$ cat config.mk
export PLATFORM = sky130hd
export DESIGN_NAME = sc_uart
export DESIGN_NICKNAME = d
export VERILOG_FILES = /design/src/rtl/scu_pkg.sv /design/src/rtl/scu_tx.sv /design/src/rtl/scu_rx.sv /design/src/rtl/scu_nack.sv /design/src/rtl/sc_uart.sv
export SDC_FILE = /design/constraint.sdc
export NUM_CORES = 1
export LEC_CHECK = 0
export ABC_AREA = 1
export ABC_CLOCK_PERIOD_IN_PS = 4300
export BUFFER_PORTS_ARGS = -buffer_cell sky130_fd_sc_hd__buf_2
export CORE_UTILIZATION = 45
export CTS_CLUSTER_SIZE = 24
export DETAILED_ROUTE_END_ITERATION = 16
export PLACE_DENSITY = 0.61
export SETUP_SLACK_MARGIN = 0.2
export SLEW_MARGIN = 20
export SYNTH_ARGS = -nofsm -noshare
export SYNTH_HDL_FRONTEND = slang
export SYNTH_HIERARCHICAL = 1
export SYNTH_SLANG_ARGS = --single-unit
$ cat constraint.sdc
create_clock -name clk -period 4.3 [get_ports clk]
set_clock_uncertainty 0.1 [all_clocks]
set_input_delay 0.86 -clock clk [delete_from_list [all_inputs] [get_ports clk]]
set_output_delay 0.86 -clock clk [all_outputs]
set_load 0.01 [all_outputs]
$ cat src/rtl/scu_pkg.sv
package scu_pkg;
  typedef enum logic [1:0] {RX_IDLE, RX_START, RX_BITS} rx_st_t;
  typedef enum logic [1:0] {NK_OFF, NK_WAIT, NK_HOLD} nk_st_t;
endpackage

$ cat src/rtl/scu_tx.sv
module scu_tx #(
  parameter int DW  = 8,
  parameter int OVS = 16
) (
  input  logic          clk,
  input  logic          rst_n,
  input  logic          tick,
  input  logic          wr,
  input  logic [DW-1:0] wdata,
  input  logic          line_s,
  output logic          busy,
  output logic          pull,
  output logic          done,
  output logic          seen
);
  localparam int TW = $clog2(OVS);
  localparam int FL = DW + 3;
  localparam int BW = $clog2(FL);

  logic          busy_q, busy_d;
  logic [FL-1:0] sh_q, sh_d;
  logic [TW-1:0] tc_q, tc_d;
  logic [BW-1:0] bc_q, bc_d;
  logic          done_q, done_d;
  logic          seen_q, seen_d;

  always_comb begin
    busy_d = busy_q;
    sh_d   = sh_q;
    tc_d   = tc_q;
    bc_d   = bc_q;
    done_d = 1'b0;
    seen_d = seen_q;
    if (!busy_q) begin
      if (wr) begin
        busy_d = 1'b1;
        sh_d   = {1'b1, ^wdata, wdata, 1'b0};
        tc_d   = '0;
        bc_d   = '0;
      end
    end else if (tick) begin
      if (tc_q == TW'(OVS - 1)) begin
        tc_d = '0;
        if (bc_q == BW'(FL - 1)) begin
          busy_d = 1'b0;
          done_d = 1'b1;
          seen_d = line_s;
        end else begin
          bc_d = bc_q + 1'b1;
          sh_d = {1'b1, sh_q[FL-1:1]};
        end
      end else begin
        tc_d = tc_q + 1'b1;
      end
    end
  end

  always_ff @(posedge clk or negedge rst_n) begin
    if (!rst_n) begin
      busy_q <= 1'b0;
      sh_q   <= '1;
      tc_q   <= '0;
      bc_q   <= '0;
      done_q <= 1'b0;
      seen_q <= 1'b1;
    end else begin
      busy_q <= busy_d;
      sh_q   <= sh_d;
      tc_q   <= tc_d;
      bc_q   <= bc_d;
      done_q <= done_d;
      seen_q <= seen_d;
    end
  end

  assign busy = busy_q;
  assign pull = busy_q & ~sh_q[0];
  assign done = done_q;
  assign seen = seen_q;
endmodule

$ cat src/rtl/scu_rx.sv
module scu_rx
  import scu_pkg::*;
#(
  parameter int DW  = 8,
  parameter int OVS = 16
) (
  input  logic          clk,
  input  logic          rst_n,
  input  logic          tick,
  input  logic          line_s,
  input  logic          mask,
  input  logic          rd,
  output logic [DW-1:0] data,
  output logic          perr,
  output logic          done
);
  localparam int TW   = $clog2(OVS);
  localparam int HALF = OVS / 2;
  localparam int BW   = $clog2(DW + 2);

  rx_st_t        st_q, st_d;
  logic          armed_q, armed_d;
  logic [TW-1:0] tc_q, tc_d;
  logic [BW-1:0] bc_q, bc_d;
  logic [DW:0]   sh_q, sh_d;
  logic [DW-1:0] data_q, data_d;
  logic          perr_q, perr_d;
  logic          done_q, done_d;

  always_comb begin
    st_d    = st_q;
    armed_d = armed_q;
    tc_d    = tc_q;
    bc_d    = bc_q;
    sh_d    = sh_q;
    data_d  = data_q;
    perr_d  = perr_q;
    done_d  = 1'b0;
    if (rd) perr_d = 1'b0;
    case (st_q)
      RX_IDLE: begin
        if (mask)        armed_d = 1'b0;
        else if (line_s) armed_d = 1'b1;
        else if (armed_q) begin
          st_d = RX_START;
          tc_d = '0;
        end
      end
      RX_START: begin
        if (mask) st_d = RX_IDLE;
        else if (tick) begin
          if (tc_q == TW'(HALF - 1)) begin
            tc_d = '0;
            bc_d = '0;
            st_d = line_s ? RX_IDLE : RX_BITS;
          end else begin
            tc_d = tc_q + 1'b1;
          end
        end
      end
      RX_BITS: begin
        if (mask) st_d = RX_IDLE;
        else if (tick) begin
          if (tc_q == TW'(OVS - 1)) begin
            tc_d = '0;
            if (bc_q == BW'(DW + 1)) begin
              st_d    = RX_IDLE;
              armed_d = 1'b0;
              done_d  = 1'b1;
              data_d  = sh_q[DW-1:0];
              perr_d  = ^sh_q;
            end else begin
              sh_d = {line_s, sh_q[DW:1]};
              bc_d = bc_q + 1'b1;
            end
          end else begin
            tc_d = tc_q + 1'b1;
          end
        end
      end
      default: st_d = RX_IDLE;
    endcase
  end

  always_ff @(posedge clk or negedge rst_n) begin
    if (!rst_n) begin
      st_q    <= RX_IDLE;
      armed_q <= 1'b0;
      tc_q    <= '0;
      bc_q    <= '0;
      sh_q    <= '0;
      data_q  <= '0;
      perr_q  <= 1'b0;
      done_q  <= 1'b0;
    end else begin
      st_q    <= st_d;
      armed_q <= armed_d;
      tc_q    <= tc_d;
      bc_q    <= bc_d;
      sh_q    <= sh_d;
      data_q  <= data_d;
      perr_q  <= perr_d;
      done_q  <= done_d;
    end
  end

  assign data = data_q;
  assign perr = perr_q;
  assign done = done_q;
endmodule

$ cat src/rtl/scu_nack.sv
module scu_nack
  import scu_pkg::*;
#(
  parameter int OVS = 16
) (
  input  logic clk,
  input  logic rst_n,
  input  logic tick,
  input  logic done,
  input  logic perr,
  input  logic en,
  input  logic rd,
  output logic pull
);
  localparam int TW   = $clog2(OVS);
  localparam int HALF = OVS / 2;

  nk_st_t        st_q, st_d;
  logic [TW-1:0] tc_q, tc_d;

  always_comb begin
    st_d = st_q;
    tc_d = tc_q;
    case (st_q)
      NK_WAIT: begin
        if (tick) begin
          if (tc_q == TW'(HALF - 1)) begin
            st_d = NK_HOLD;
            tc_d = '0;
          end else begin
            tc_d = tc_q + 1'b1;
          end
        end
      end
      default: ;
    endcase
    if (rd) st_d = NK_OFF;
    if (done) begin
      tc_d = '0;
      st_d = (perr && en) ? NK_WAIT : NK_OFF;
    end
  end

  always_ff @(posedge clk or negedge rst_n) begin
    if (!rst_n) begin
      st_q <= NK_OFF;
      tc_q <= '0;
    end else begin
      st_q <= st_d;
      tc_q <= tc_d;
    end
  end

  assign pull = (st_q == NK_HOLD) & en;
endmodule

$ cat src/rtl/sc_uart.sv
module sc_uart #(
  parameter int DW  = 8,
  parameter int OVS = 16
) (
  input  logic          clk,
  input  logic          rst_n,
  input  logic          tick,
  input  logic          tx_wr,
  input  logic [DW-1:0] tx_data,
  output logic          tx_busy,
  output logic          tx_done,
  output logic          tx_line_seen,
  input  logic          rx_rd,
  output logic [DW-1:0] rx_data,
  output logic          rx_perr,
  output logic          rx_done,
  input  logic          err_en,
  input  logic          line_in,
  output logic          line_pull
);
  logic rs1_q, rs2_q;
  logic ls1_q, ls2_q;
  logic tx_pull, nack_pull, rx_mask;

  always_ff @(posedge clk or negedge rst_n) begin
    if (!rst_n) begin
      rs1_q <= 1'b0;
      rs2_q <= 1'b0;
    end else begin
      rs1_q <= 1'b1;
      rs2_q <= rs1_q;
    end
  end

  always_ff @(posedge clk or negedge rs2_q) begin
    if (!rs2_q) begin
      ls1_q <= 1'b1;
      ls2_q <= 1'b1;
    end else begin
      ls1_q <= line_in;
      ls2_q <= ls1_q;
    end
  end

  assign rx_mask = tx_busy | nack_pull;

  scu_tx #(.DW(DW), .OVS(OVS)) u_tx (
    .clk(clk), .rst_n(rs2_q), .tick(tick), .wr(tx_wr), .wdata(tx_data),
    .line_s(ls2_q), .busy(tx_busy), .pull(tx_pull), .done(tx_done),
    .seen(tx_line_seen)
  );

  scu_rx #(.DW(DW), .OVS(OVS)) u_rx (
    .clk(clk), .rst_n(rs2_q), .tick(tick), .line_s(ls2_q), .mask(rx_mask),
    .rd(rx_rd), .data(rx_data), .perr(rx_perr), .done(rx_done)
  );

  scu_nack #(.OVS(OVS)) u_nack (
    .clk(clk), .rst_n(rs2_q), .tick(tick), .done(rx_done), .perr(rx_perr),
    .en(err_en), .rd(rx_rd), .pull(nack_pull)
  );

  assign line_pull = tx_pull | nack_pull;
endmodule

* Word-level counts from Yosys, hierarchy flattened
Index checks and enable logic that the tools add are counted.
** Word-level totals
- Register bits :: 62
- Output and inout bits :: 14
- Input bits :: 15
- Word-level logic and storage cells :: 166
** Cells by class
- Equality and inequality tests :: 30
- Add/sub/neg operators :: 5
- Bitwise gates (word level) :: 7
- Multiplexer cells :: 80
- Reductions and logical operators :: 24
** Operators with widths (count)
- 2-to-1 mux 4 bit :: 28
- 2-to-1 mux 11 bit :: 5
- 2-to-1 mux 2 bit :: 16
- 2-to-1 mux 1 bit :: 27
- AND reduction 8 bit :: 3
- adder 4 x 1 -> 4 bit, second input constant :: 5
- != test 2 bit, second input constant :: 10
- == test 4 bit, second input constant :: 4
- case mux 4 bit (3 select lines) :: 1
- nonzero test 3 bit :: 4
- AND reduction 5 bit :: 2
- nonzero test 2 bit :: 5
- != test 3 x 2 -> 1 bit, second input constant :: 3
- != test 3 bit, second input constant :: 3
- parity 9 bit :: 1
- == test 4 x 3 -> 1 bit, second input constant :: 2
- != test 2 x 1 -> 1 bit, second input constant :: 4
- case mux 4 bit (2 select lines) :: 1
- AND reduction 4 bit :: 2
- parity 8 bit :: 1
- case mux 2 bit (3 select lines) :: 1
- AND reduction 6 bit :: 1
- == test 2 x 1 -> 1 bit, second input constant :: 2
- == test 2 bit, second input constant :: 2
- other kinds (8) :: 13

* Logic depth before layout (Yosys ltp)
- Word-level depth :: 6
- Gate-level depth with buffers :: 11
- Gate-level depth less buffers :: 11

* By module
Netlist, hierarchy kept.
** Modules (own cells, without submodules)
- scu_rx :: cells an instance 207, times used 1, area each 1649.1 um^2, seq. area each 750.7 um^2
- scu_tx :: cells an instance 161, times used 1, area each 1199.9 um^2, seq. area each 539.3 um^2
- scu_nack :: cells an instance 45, times used 1, area each 341.6 um^2, seq. area each 150.1 um^2
- sc_uart :: cells an instance 10, times used 1, area each 125.1 um^2, seq. area each 102.6 um^2

* Worst setup path after synthesis
Ideal clock, no wire load.
- Path type :: input-to-output
- From :: input err_en
- To :: output line_pull
- Arrival :: 1104 ps
- Path slack :: 2236 ps
- Buffers on the path :: 0
- Required time :: 3340 ps
- Cell stages on the path :: 4
- Cell sequence :: nand2_1 nor2_1 inv_1 nand2_1
** On the way
- Longest elaborated chain between the ends :: 2
** Ends and longest elaborated chain
- start, declared :: RTL line sc_uart.sv:17 : input logic err_en,
- bitwise AND 1 bit :: RTL line scu_nack.sv:54 : assign pull = (st_q == NK_HOLD) & en;
- net nack_pull :: RTL line sc_uart.sv:23 : logic tx_pull, nack_pull, rx_mask;
- bitwise OR 1 bit :: RTL line sc_uart.sv:63 : assign line_pull = tx_pull | nack_pull;
- end, declared :: RTL line sc_uart.sv:19 : output logic line_pull
The timed path passes the listed nets, and every way through them passes these cells.

* Worst setup path after layout
- From :: register u_tx.busy_q (netlist: u_tx/busy)
- To :: output line_pull
** On the way
- Longest elaborated chain between the ends :: 2
** Ends and longest elaborated chain
- start, declared :: RTL line scu_tx.sv:20 : logic busy_q, busy_d;
- start signal, assigned :: RTL line scu_tx.sv:67 : busy_q <= busy_d;
- bitwise AND 1 bit :: RTL line scu_tx.sv:77 : assign pull = busy_q & ~sh_q[0];
- net tx_pull :: RTL line sc_uart.sv:23
- bitwise OR 1 bit :: RTL line sc_uart.sv:63
The timed path passes the listed nets, and every way through them passes these cells.

==> flow_summary.toml <==
[cells_and_area]
post-route-util_pct = 54.0
fill_cells = 675
fin_nets = 484
mostFrequentLayoutCell = "nand2_1"
antenna_cells = 0
syn2layout_area_growth_pct = 13.2
multiInputGateArea_um2 = 1520
final_cell_mix = "nand2_1 (155), inv_1 (50), dfrtp_1 (47), o21ai_1 (33), buf_2 (28)"
fin_area_um2 = 3750
drive_above_1_share_pct = 19.0
final_cells = 558
seqCellArea_um2 = 1540

[route]
postRouteAntennaNets = 0
totalWireLength_mm = 5.99
dr.first_iter.drc_count = 108
post-route-drc-count = 0
dr.pass1.iters = 4
vias_per_cell = 4.72
wire_per_inst_um = 10.7
num_vias = 2632

[clock_network]
cts_tree = "yes"
cts_sinks = 61
ctsResizeCount = 0
post_cts_buffers = 0
numCtsBuffers = 9
clock_latency_ps = 330
cts_max_level = 3
root_buffer = "clkbuf_8"
hold_buffers = 0
clock_path_buffers = 2
clk_pin_slew_ps = 70

[place]
place_hpwl_mm = 4.38
placed_area_um2 = 3540
placedCellCount = 542
portBuffers = 28
routabilityCongestion = 0.744

[worst_setup_path]
start_kind = "flop"
critPathMaxFanout = 19
worstPathRequired_ps = 3340
arrival_ps = 1400
critical_path_class = "flop to primary output"
end_kind = "primary output"

[sta]
slew_headroom_pct = 45.7
setup_violations = 0
grt_setup_unrepaired = "false"
clock.fmax_mhz = 424
finalHoldViolations = 0
min_period_over_period_pct = 54.8
period_minus_slack_ps = 2360
drv_slew = 0
fin_setup_tns_ps = 0
worst_pin_slew_ps = 814
whs_ps = 194

[yosys]
synthDistinctLibCells = 38
syn_area_um2 = 3320
yosysSeqAreaShare_pct = 46.5
syn_area_per_cell_um2 = 7.84
ys_warn_count = 6
synthCells = 423
ys_ff_latch = 61
syn_nets = 450

[global_route]
antenna_found_initial = 0
grt_usage_pct = 17.7
grt_max_degree = 38
first_global_vias = 2472
grt_pass1_wl_mm = 10.5
grt_overflow = 0

[power_and_ir_drop]
peakVddDrop_uv = 203
power_density_nw_per_um2 = 415
p_leak_nw = 1.95

[die]
fp.dieH_um = 87.8
ios = 29
initial_core_util_pct = 47.7
die_area_um2 = 7720
core_area_um2 = 6940
rows = 30
die_w_um = 87.8

[status]
status = "complete, no violations"

[hold_path]
hold_class = "primary input to asynchronous set/reset pin"

[run]
max_cap_violations = 0
-- per-stage QoR --
step / setup slack, ps / power [mW]
2_1_floorplan: 2240 / 0.972
3_3_place_gp: 1990 / 1.03
3_5_place_dp: 1980 / 1.04
4_1_cts: 1890 / 1.58
5_1_grt: 1810 / 1.65
6_report: 1940 / 1.56
-- final timing paths --
path                               from           end  slack (ps)  depth (start not counted)
setup / recovery              u_tx/busy     line_pull        1940                          5
hold / removal                    rst_n         rs2_q         190                          1
setup reg to reg           u_rx/st_q[0]  u_rx/bc_q[2]        2470                          9
hold reg to reg                   rs1_q         rs2_q         260                          0
max in group asynchronous         rs2_q  u_tx/sh_q[4]        2970                          1
min in group clk                  rs1_q         rs2_q         260                          0
-- where the power goes --
group / total (mW) / switching, mW / internal, mW
Sequential: 0.734 / 0.0577 / 0.677
Clock: 0.529 / 0.215 / 0.314
Combinational: 0.294 / 0.173 / 0.120
-- sequential cells by signal, summed over array words and instances (netlist names), 2 cells and up --
signal and cells:
u_rx/bc_q 4, u_rx/data 8, u_nack/st_q 2, u_rx/tc_q 4, u_rx/sh_q 9, u_rx/st_q 2, u_tx/sh_q 10, u_tx/bc_q 4
u_tx/tc_q 4, u_nack/tc_q 4
-- worst max-delay path: stages, from the launching register on --
cell     delay [ps]
dfrtp_1         560
inv_4           160
nor2_1          110
inv_1            40
nand2_1          50
buf_2           130
-- kinds of logic after synthesis --
logic type,count (synthesis),share of synthesized area [%]
other cells,1,0.113
flops,61,46.5
compound gates,60,9.74
xor+xnor,4,1.06
fa+ha+maj,12,4.53
mux,2,0.604
simple gates,221,29.7
buf+inv,62,7.74
-- routing by layer --
layer	share of wire, %	global-route usage [%]	up-vias
li1	-	-	1399
met1	50	22.0	1194
met2	45	29.4	30
met3	3.2	4.81	9
met4	1.4	6.71	0
met5	0	0	-
-- cells in the mapped netlist, drive strengths merged --
library cell	n	share of area (%)
nand4	2	0.83
nor2	28	3.9
o21ai	48	7.2
conb	1	0.11
clkbuf	1	0.11
nand3b	2	0.83
xor2	3	0.79
nand2	164	20
a21oi	6	0.91
a31oi	1	0.19
or2	3	0.57
buf	5	1.2
ha	12	4.5
o41ai	1	0.26
o31ai	1	0.38
o22ai	1	0.19
mux2i	2	0.60
a21boi	1	0.34
xnor2	1	0.26
dfrtp	48	36
o211ai	1	0.23
dfstp	13	10
inv	56	6.4
nand3	22	4.0
-- layout make-up --
class                   count  area share, %
multi-input cells         300           40.4
clock inverters             3           1.13
clock buffers              13           4.50
repair buffers             29           3.93
well taps                  96           3.20
inverters                  56           5.67
flip-flops and latches     61           41.1
(Power assumes the default switching activity.)
